### config.mk
export PLATFORM = sky130hd
export DESIGN_NAME = async_sram_ctrl
export DESIGN_NICKNAME = d
export VERILOG_FILES = /design/src/rtl/asram_pkg.sv /design/src/rtl/asram_ctrl_fsm.sv /design/src/rtl/asram_datapath.sv /design/src/rtl/async_sram_ctrl.sv
export SDC_FILE = /design/constraint.sdc
export NUM_CORES = 1
export LEC_CHECK = 0
export BUFFER_PORTS_ARGS = -buffer_cell sky130_fd_sc_hd__buf_2
export CAP_MARGIN = 40
export CORE_MARGIN = 3
export CORE_UTILIZATION = 51
export CTS_CLUSTER_SIZE = 12
export DETAILED_ROUTE_END_ITERATION = 12
export MAX_ROUTING_LAYER = met4
export PLACE_DENSITY = 0.95
export SETUP_SLACK_MARGIN = 0.3
export SLEW_MARGIN = 20
export SYNTH_ARGS = -nofsm -noshare
export SYNTH_HDL_FRONTEND = slang
export SYNTH_SLANG_ARGS = --single-unit
### constraint.sdc
create_clock -name clk -period 3.15 [get_ports clk]
set_input_delay 0.315 -clock clk [delete_from_list [all_inputs] [get_ports clk]]
set_output_delay 0.315 -clock clk [all_outputs]
set_load 0.03 [all_outputs]
### src/rtl/asram_pkg.sv
package asram_pkg;

  typedef enum logic [2:0] {
    ST_IDLE,
    ST_SETUP,
    ST_STROBE,
    ST_HOLD,
    ST_TURN
  } phase_e;

  // Strobes passed from control to datapath
  typedef struct packed {
    logic load;      // capture request fields
    logic zeroAck;   // empty-mask request, answer at once
    logic selOn;     // chip select phase
    logic wrPulse;   // write strobe low
    logic rdEnable;  // output enable low
    logic drive;     // data driver on
    logic capture;   // sample read data this edge
    logic done;      // access complete this edge
  } ctrl_t;

  function automatic int maxOf(int a, int b);
    return (a > b) ? a : b;
  endfunction

  function automatic int clksFor(int ns, int periodNs);
    int c;
    c = (ns + periodNs - 1) / periodNs;
    return (c < 1) ? 1 : c;
  endfunction

endpackage

### src/rtl/asram_ctrl_fsm.sv
module asram_ctrl_fsm
  import asram_pkg::*;
#(
  parameter int CLK_PERIOD_NS = 4,
  parameter int T_CYCLE_NS    = 55,
  parameter int T_WP_NS       = 45,
  parameter int T_AW_NS       = 50,
  parameter int T_CW_NS       = 50,
  parameter int T_DW_NS       = 25,
  parameter int T_ACC_NS      = 55,
  parameter int T_OE_NS       = 30,
  parameter int T_RELEASE_NS  = 20,
  parameter int LANES         = 2
) (
  input  logic             clk,
  input  logic             rstN,
  input  logic             reqValid,
  input  logic             reqWrite,
  input  logic [LANES-1:0] reqMask,
  output logic             reqReady,
  output ctrl_t            ctrl
);

  localparam int SETUP_CLKS = clksFor(0, CLK_PERIOD_NS);
  localparam int WR_CLKS    = clksFor(maxOf(maxOf(T_WP_NS, T_AW_NS), maxOf(T_CW_NS, T_DW_NS)), CLK_PERIOD_NS);
  localparam int RD_CLKS    = clksFor(maxOf(T_ACC_NS, T_OE_NS), CLK_PERIOD_NS);
  localparam int CYC_CLKS   = clksFor(T_CYCLE_NS, CLK_PERIOD_NS);
  localparam int HOLD_WR    = maxOf(1, CYC_CLKS - SETUP_CLKS - WR_CLKS);
  localparam int HOLD_RD    = maxOf(1, CYC_CLKS - SETUP_CLKS - RD_CLKS);
  localparam int TURN_CLKS  = clksFor(T_RELEASE_NS, CLK_PERIOD_NS);
  localparam int MAX_CLKS   = maxOf(maxOf(maxOf(WR_CLKS, RD_CLKS), maxOf(HOLD_WR, HOLD_RD)), maxOf(TURN_CLKS, SETUP_CLKS));
  localparam int CNT_W      = $clog2(MAX_CLKS + 1);

  localparam logic [CNT_W-1:0] LD_SETUP = CNT_W'(SETUP_CLKS - 1);
  localparam logic [CNT_W-1:0] LD_WR    = CNT_W'(WR_CLKS - 1);
  localparam logic [CNT_W-1:0] LD_RD    = CNT_W'(RD_CLKS - 1);
  localparam logic [CNT_W-1:0] LD_HWR   = CNT_W'(HOLD_WR - 1);
  localparam logic [CNT_W-1:0] LD_HRD   = CNT_W'(HOLD_RD - 1);
  localparam logic [CNT_W-1:0] LD_TURN  = CNT_W'(TURN_CLKS - 1);

  phase_e           phase;
  logic [CNT_W-1:0] cnt;
  logic             isWr;
  logic             last;

  assign last = (cnt == '0);

  always_ff @(posedge clk or negedge rstN) begin
    if (!rstN) begin
      phase <= ST_IDLE;
      cnt   <= '0;
      isWr  <= 1'b0;
    end else begin
      unique case (phase)
        ST_IDLE: begin
          if (reqValid && (reqMask != '0)) begin
            phase <= ST_SETUP;
            cnt   <= LD_SETUP;
            isWr  <= reqWrite;
          end
        end
        ST_SETUP: begin
          if (last) begin
            phase <= ST_STROBE;
            cnt   <= isWr ? LD_WR : LD_RD;
          end else cnt <= cnt - 1'b1;
        end
        ST_STROBE: begin
          if (last) begin
            phase <= ST_HOLD;
            cnt   <= isWr ? LD_HWR : LD_HRD;
          end else cnt <= cnt - 1'b1;
        end
        ST_HOLD: begin
          if (last) begin
            phase <= isWr ? ST_IDLE : ST_TURN;
            cnt   <= LD_TURN;
          end else cnt <= cnt - 1'b1;
        end
        ST_TURN: begin
          if (last) phase <= ST_IDLE;
          else cnt <= cnt - 1'b1;
        end
        default: phase <= ST_IDLE;
      endcase
    end
  end

  assign reqReady = (phase == ST_IDLE);

  always_comb begin
    ctrl          = '0;
    ctrl.load     = reqReady && reqValid;
    ctrl.zeroAck  = reqReady && reqValid && (reqMask == '0);
    ctrl.selOn    = (phase == ST_STROBE);
    ctrl.wrPulse  = (phase == ST_STROBE) && isWr;
    ctrl.rdEnable = (phase == ST_STROBE) && !isWr;
    ctrl.drive    = isWr && ((phase == ST_SETUP) || (phase == ST_STROBE) || (phase == ST_HOLD));
    ctrl.capture  = (phase == ST_STROBE) && !isWr && last;
    ctrl.done     = (phase == ST_HOLD) && last;
  end

endmodule

### src/rtl/asram_datapath.sv
module asram_datapath
  import asram_pkg::*;
#(
  parameter int ADDR_W = 16,
  parameter int DATA_W = 16,
  parameter int LANES  = DATA_W / 8
) (
  input  logic              clk,
  input  logic              rstN,
  input  ctrl_t             ctrl,
  input  logic [ADDR_W-1:0] reqAddr,
  input  logic [DATA_W-1:0] reqWdata,
  input  logic [LANES-1:0]  reqMask,
  input  logic [DATA_W-1:0] memDqIn,
  output logic              rspValid,
  output logic [DATA_W-1:0] rspRdata,
  output logic              memCeN,
  output logic              memWeN,
  output logic              memOeN,
  output logic [LANES-1:0]  laneN,
  output logic [ADDR_W-1:0] memAddr,
  output logic [DATA_W-1:0] memDqOut,
  output logic              memDqOe
);

  logic [ADDR_W-1:0] addrQ;
  logic [DATA_W-1:0] dataQ;
  logic [LANES-1:0]  maskQ;
  logic [DATA_W-1:0] rdataQ;
  logic              rspQ;

  always_ff @(posedge clk or negedge rstN) begin
    if (!rstN) begin
      addrQ  <= '0;
      dataQ  <= '0;
      maskQ  <= '0;
      rdataQ <= '0;
      rspQ   <= 1'b0;
    end else begin
      rspQ <= ctrl.done || ctrl.zeroAck;
      if (ctrl.load) begin
        addrQ <= reqAddr;
        dataQ <= reqWdata;
        maskQ <= reqMask;
      end
      if (ctrl.zeroAck) rdataQ <= '0;
      else if (ctrl.capture) begin
        for (int l = 0; l < LANES; l++)
          rdataQ[l*8 +: 8] <= maskQ[l] ? memDqIn[l*8 +: 8] : 8'h00;
      end
    end
  end

  for (genvar g = 0; g < LANES; g++) begin : g_lane
    assign laneN[g] = ~(ctrl.selOn & maskQ[g]);
  end

  assign memCeN   = ~ctrl.selOn;
  assign memWeN   = ~ctrl.wrPulse;
  assign memOeN   = ~ctrl.rdEnable;
  assign memAddr  = addrQ;
  assign memDqOut = dataQ;
  assign memDqOe  = ctrl.drive;
  assign rspValid = rspQ;
  assign rspRdata = rdataQ;

endmodule

### src/rtl/async_sram_ctrl.sv
module async_sram_ctrl
  import asram_pkg::*;
#(
  parameter int CLK_PERIOD_NS = 4,
  parameter int ADDR_W        = 16,
  parameter int DATA_W        = 16
) (
  input  logic                clk,
  input  logic                rstN,
  input  logic                reqValid,
  output logic                reqReady,
  input  logic                reqWrite,
  input  logic [ADDR_W-1:0]   reqAddr,
  input  logic [DATA_W-1:0]   reqWdata,
  input  logic [DATA_W/8-1:0] reqMask,
  output logic                rspValid,
  output logic [DATA_W-1:0]   rspRdata,
  output logic                memCeN,
  output logic                memWeN,
  output logic                memOeN,
  output logic                memLbN,
  output logic                memUbN,
  output logic [ADDR_W-1:0]   memAddr,
  output logic [DATA_W-1:0]   memDqOut,
  output logic                memDqOe,
  input  logic [DATA_W-1:0]   memDqIn
);

  localparam int LANES = DATA_W / 8;

  ctrl_t            ctrl;
  logic [LANES-1:0] laneN;

  asram_ctrl_fsm #(
    .CLK_PERIOD_NS(CLK_PERIOD_NS),
    .LANES        (LANES)
  ) u_fsm (
    .clk     (clk),
    .rstN    (rstN),
    .reqValid(reqValid),
    .reqWrite(reqWrite),
    .reqMask (reqMask),
    .reqReady(reqReady),
    .ctrl    (ctrl)
  );

  asram_datapath #(
    .ADDR_W(ADDR_W),
    .DATA_W(DATA_W),
    .LANES (LANES)
  ) u_dp (
    .clk     (clk),
    .rstN    (rstN),
    .ctrl    (ctrl),
    .reqAddr (reqAddr),
    .reqWdata(reqWdata),
    .reqMask (reqMask),
    .memDqIn (memDqIn),
    .rspValid(rspValid),
    .rspRdata(rspRdata),
    .memCeN  (memCeN),
    .memWeN  (memWeN),
    .memOeN  (memOeN),
    .laneN   (laneN),
    .memAddr (memAddr),
    .memDqOut(memDqOut),
    .memDqOe (memDqOe)
  );

  assign memLbN = laneN[0];
  assign memUbN = laneN[LANES-1];

endmodule

==> run_results.csv <==
group,metric,value,unit
cells_and_area,drive_gt1_share,51.5,%
timing,max_freq,0.438,GHz
floorplanning,core_area,4790,µm²
clock_network,clk_pin_slew_worst_paths,70,ps
placed_design,dp_hpwl,4300,µm
synth,ys_types,35,
detailed_routing,dr.pass1.iters,4,
clock_network,cts_root_buffer,"clkbuf_8",
synth,syn_nets,268,
floorplanning,fp.dieH,76.7,µm
clock_network,postCtsSetupRepairBufs,0,
floorplanning,die-area,5880,µm²
placed_design,portBuffers,109,
status,outcome,"finished, final reports clean",
timing,relSlewSlack,55.6,%
worst_setup_path,cp-start-kind,"flop",
cells_and_area,area_growth,32.5,%
global_routing,overflow,0,
cells_and_area,final_core_util,70.6,%
global_routing,antenna_found_initial,0,
timing,drv_slew,0,
timing,worstMarginPinSlew,665,ps
timing,tns,0,ps
detailed_routing,ant_nets,0,
clock_network,holdBufCountCts,1,
worst_setup_path,critical_path_peak_fanout,16,
detailed_routing,first_iter_violations,111,
synth,postSynthCellCount,213,
worst_setup_path,r2r_slack,870,ps
floorplanning,die_width,76.7,µm
worst_setup_path,criticalPathCategory,"flop to flop",
floorplanning,initial_utilization,53.3,%
cells_and_area,layout_commonest_cell,"buf_2",
global_routing,track_usage,21.6,%
detailed_routing,vias,2028,
cells_and_area,instances_no_fill,397,
synth,seq_area_frac_synth,57.9,%
timing,hold_viol,0,
cells_and_area,antenna_cells,0,
detailed_routing,viasPerCell,5.11,
worst_hold_path,min_path_type,"input pin to flop",
clock_network,cts.repair.resized,0,
worst_setup_path,arrival,2520,ps
timing,setup_violations,0,
global_routing,grt_pass1_vias,2095,
timing,post-route-min-period,2280,ps
power_and_ir_drop,peakVddDrop,0.695,mV
detailed_routing,wirelength,5750,µm
floorplanning,rows,25,
global_routing,grt_pass1_wl,9800,µm
worst_setup_path,r2r_cells,6,
flow_run,max_cap_violations,0,
worst_setup_path,crit_path_end_kind,"flop",
power_and_ir_drop,leakagePower,1.64,nW
worst_setup_path,r2r-start,"u_fsm.cnt[0]$_DFFE_PN0P_",
clock_network,clock_path_buffers,2,
detailed_routing,post_drt_wl_per_cell,14.5,µm
power_and_ir_drop,power.density,1150,nW/µm²
placed_design,dp_cells,380,
synth,syn_area_per_cell,12.0,µm²
worst_setup_path,rr_endpoint,"u_dp.rspRdata[0]$_DFFE_PN0P_",
timing,rsz0062_at_grt,"false",
cells_and_area,final_cell_mix,"buf_2 (109), dfrtp_1 (59), mux2_2 (38)",
detailed_routing,drt_drc_violations_left,0,
synth,synth_warnings,0,
worst_setup_path,critPathLaunch,"u_fsm.cnt[0]$_DFFE_PN0P_",
timing,clock_skew,9.04,ps
cells_and_area,nNetsFinal,380,
clock_network,cts-buffers-inserted,9,
floorplanning,io_pins,110,
cells_and_area,nFillCells,345,
timing,fin_crit_sh,72.5,%
clock_network,cts_tree,"done",
clock_network,htreeDepth,3,
placed_design,place.gp.congestion,0.871,
worst_setup_path,critPathRequiredTime,3390,ps
clock_network,cts.sinks,59,
global_routing,grt_max_degree,36,
worst_setup_path,endpoint,"u_dp.rspRdata[0]$_DFFE_PN0P_",
synth,ys_ff_latch,59,
synth,mappedNetlistArea,2550,µm²
clock_network,insertion_delay,320,ps
-- state kept, by name, indices dropped and copies added (netlist names) --
name           cells
u_dp.memDqOut     16
u_dp.maskQ         2
u_fsm.isWr         1
u_dp.rspRdata     16
u_dp.memAddr      16
u_dp.rspValid      1
u_fsm.phase        3
u_fsm.cnt          4
-- synthesized netlist by cell type --
| cell type | count | area (µm²) |
|---|---|---|
| nor3b_4 | 2 | 37.5 |
| clkbuf_2 | 1 | 5.00 |
| o31ai_1 | 1 | 7.51 |
| o21a_1 | 1 | 7.51 |
| buf_4 | 1 | 7.51 |
| nand3_1 | 16 | 80.1 |
| nand2_1 | 22 | 82.6 |
| a32o_1 | 1 | 10.0 |
| or2_2 | 1 | 6.26 |
| nand2b_1 | 3 | 18.8 |
| nand3b_1 | 1 | 7.51 |
| or2_4 | 1 | 8.76 |
| o21ai_0 | 6 | 30.0 |
| a211oi_1 | 1 | 7.51 |
| inv_1 | 5 | 18.8 |
| xnor2_1 | 1 | 8.76 |
| nand4b_1 | 1 | 8.76 |
| xor2_1 | 2 | 17.5 |
| a22oi_1 | 1 | 7.51 |
| a21oi_1 | 19 | 95.1 |
| mux2_2 | 38 | 428 |
| o31a_1 | 1 | 8.76 |
| nor3b_2 | 2 | 25.0 |
| ha_1 | 1 | 12.5 |
| o211ai_1 | 1 | 7.51 |
| and3b_1 | 1 | 8.76 |
| nor2_1 | 7 | 26.3 |
| buf_2 | 6 | 30.0 |
| nor3_1 | 1 | 5.00 |
| dfrtp_1 | 59 | 1480 |
| o22ai_1 | 1 | 6.26 |
| or3_1 | 2 | 12.5 |
| clkbuf_1 | 4 | 15.0 |
| a221oi_1 | 1 | 8.76 |
| and2_1 | 1 | 6.26 |
-- area by class of cell --
type | instances | area [µm²] | share of cell area, %
Tap cell | 67 | 83.8 | 2.48
Inverter | 5 | 18.8 | 0.555
Timing Repair Buffer | 113 | 598 | 17.7
Clock buffer | 13 | 159 | 4.70
Clock inverter | 3 | 46.3 | 1.37
Sequential cell | 59 | 1480 | 43.7
Multi-Input combinational cell | 137 | 997 | 29.5
-- power breakdown --
group / total (W) / internal, W / switching, W
logic: 0.00182 / 0.000687 / 0.00113
clock network: 0.000687 / 0.000411 / 0.000276
registers: 0.00137 / 0.00111 / 0.000263
total: 0.00388 / 0.00221 / 0.00167
-- worst max-delay path, cell delays in order (launching register included) --
cell and delay [ps]:
dfrtp_1 420, inv_1 110, ha_1 250, nor3b_2 460, and3b_1 580, nand3_1 170
a21oi_1 200
-- kinds of logic after synthesis --
logic type                 Yosys count  synth area share [%]
and+or+nand+nor                     61                  13.1
xor gates and xnor gates             3                  1.03
buffers and inverters               17                  2.99
adders and majority gates            1                 0.491
muxes                               38                  16.8
AOI/OAI and AO/OA                   34                  7.70
DFF                                 59                  57.9
-- through the flow --
stage	area [µm²]	setup WS (ps)	hold slack (ps)	total power, W
final	3380	868	229	0.00388
after global placement	3140	1100	485	0.00315
after floorplan	2550	1270	19.4	0.00268
after CTS	3380	866	207	0.00392
after detailed placement	3160	905	330	0.00321
after global routing	3380	662	208	0.00413
-- worst min path at each step --
stage	start	endpoint	slack (ps)	cells past startpoint
after floorplan	rstN	u_dp.maskQ[0]$_DFFE_PN0P_	20	0
after global placement	u_dp.memAddr[5]$_DFFE_PN0P_	u_dp.memAddr[5]$_DFFE_PN0P_	480	1
after detailed placement	rstN	u_dp.maskQ[1]$_DFFE_PN0P_	330	1
after CTS	reqAddr[15]	u_dp.memAddr[15]$_DFFE_PN0P_	210	2
after global routing	reqWdata[6]	u_dp.memDqOut[6]$_DFFE_PN0P_	210	2
final	reqAddr[3]	u_dp.memAddr[3]$_DFFE_PN0P_	230	2
-- per-layer routing --
layer	share of wire [%]	global-route usage, %	vias up
met3	5.8	4.69	4
met4	1.0	11.2	0
li1	-	-	967
met5	0	-	-
met2	53	35.5	78
met1	40	25.1	979
No activity file was read; power rests on OpenSTA's default activity.
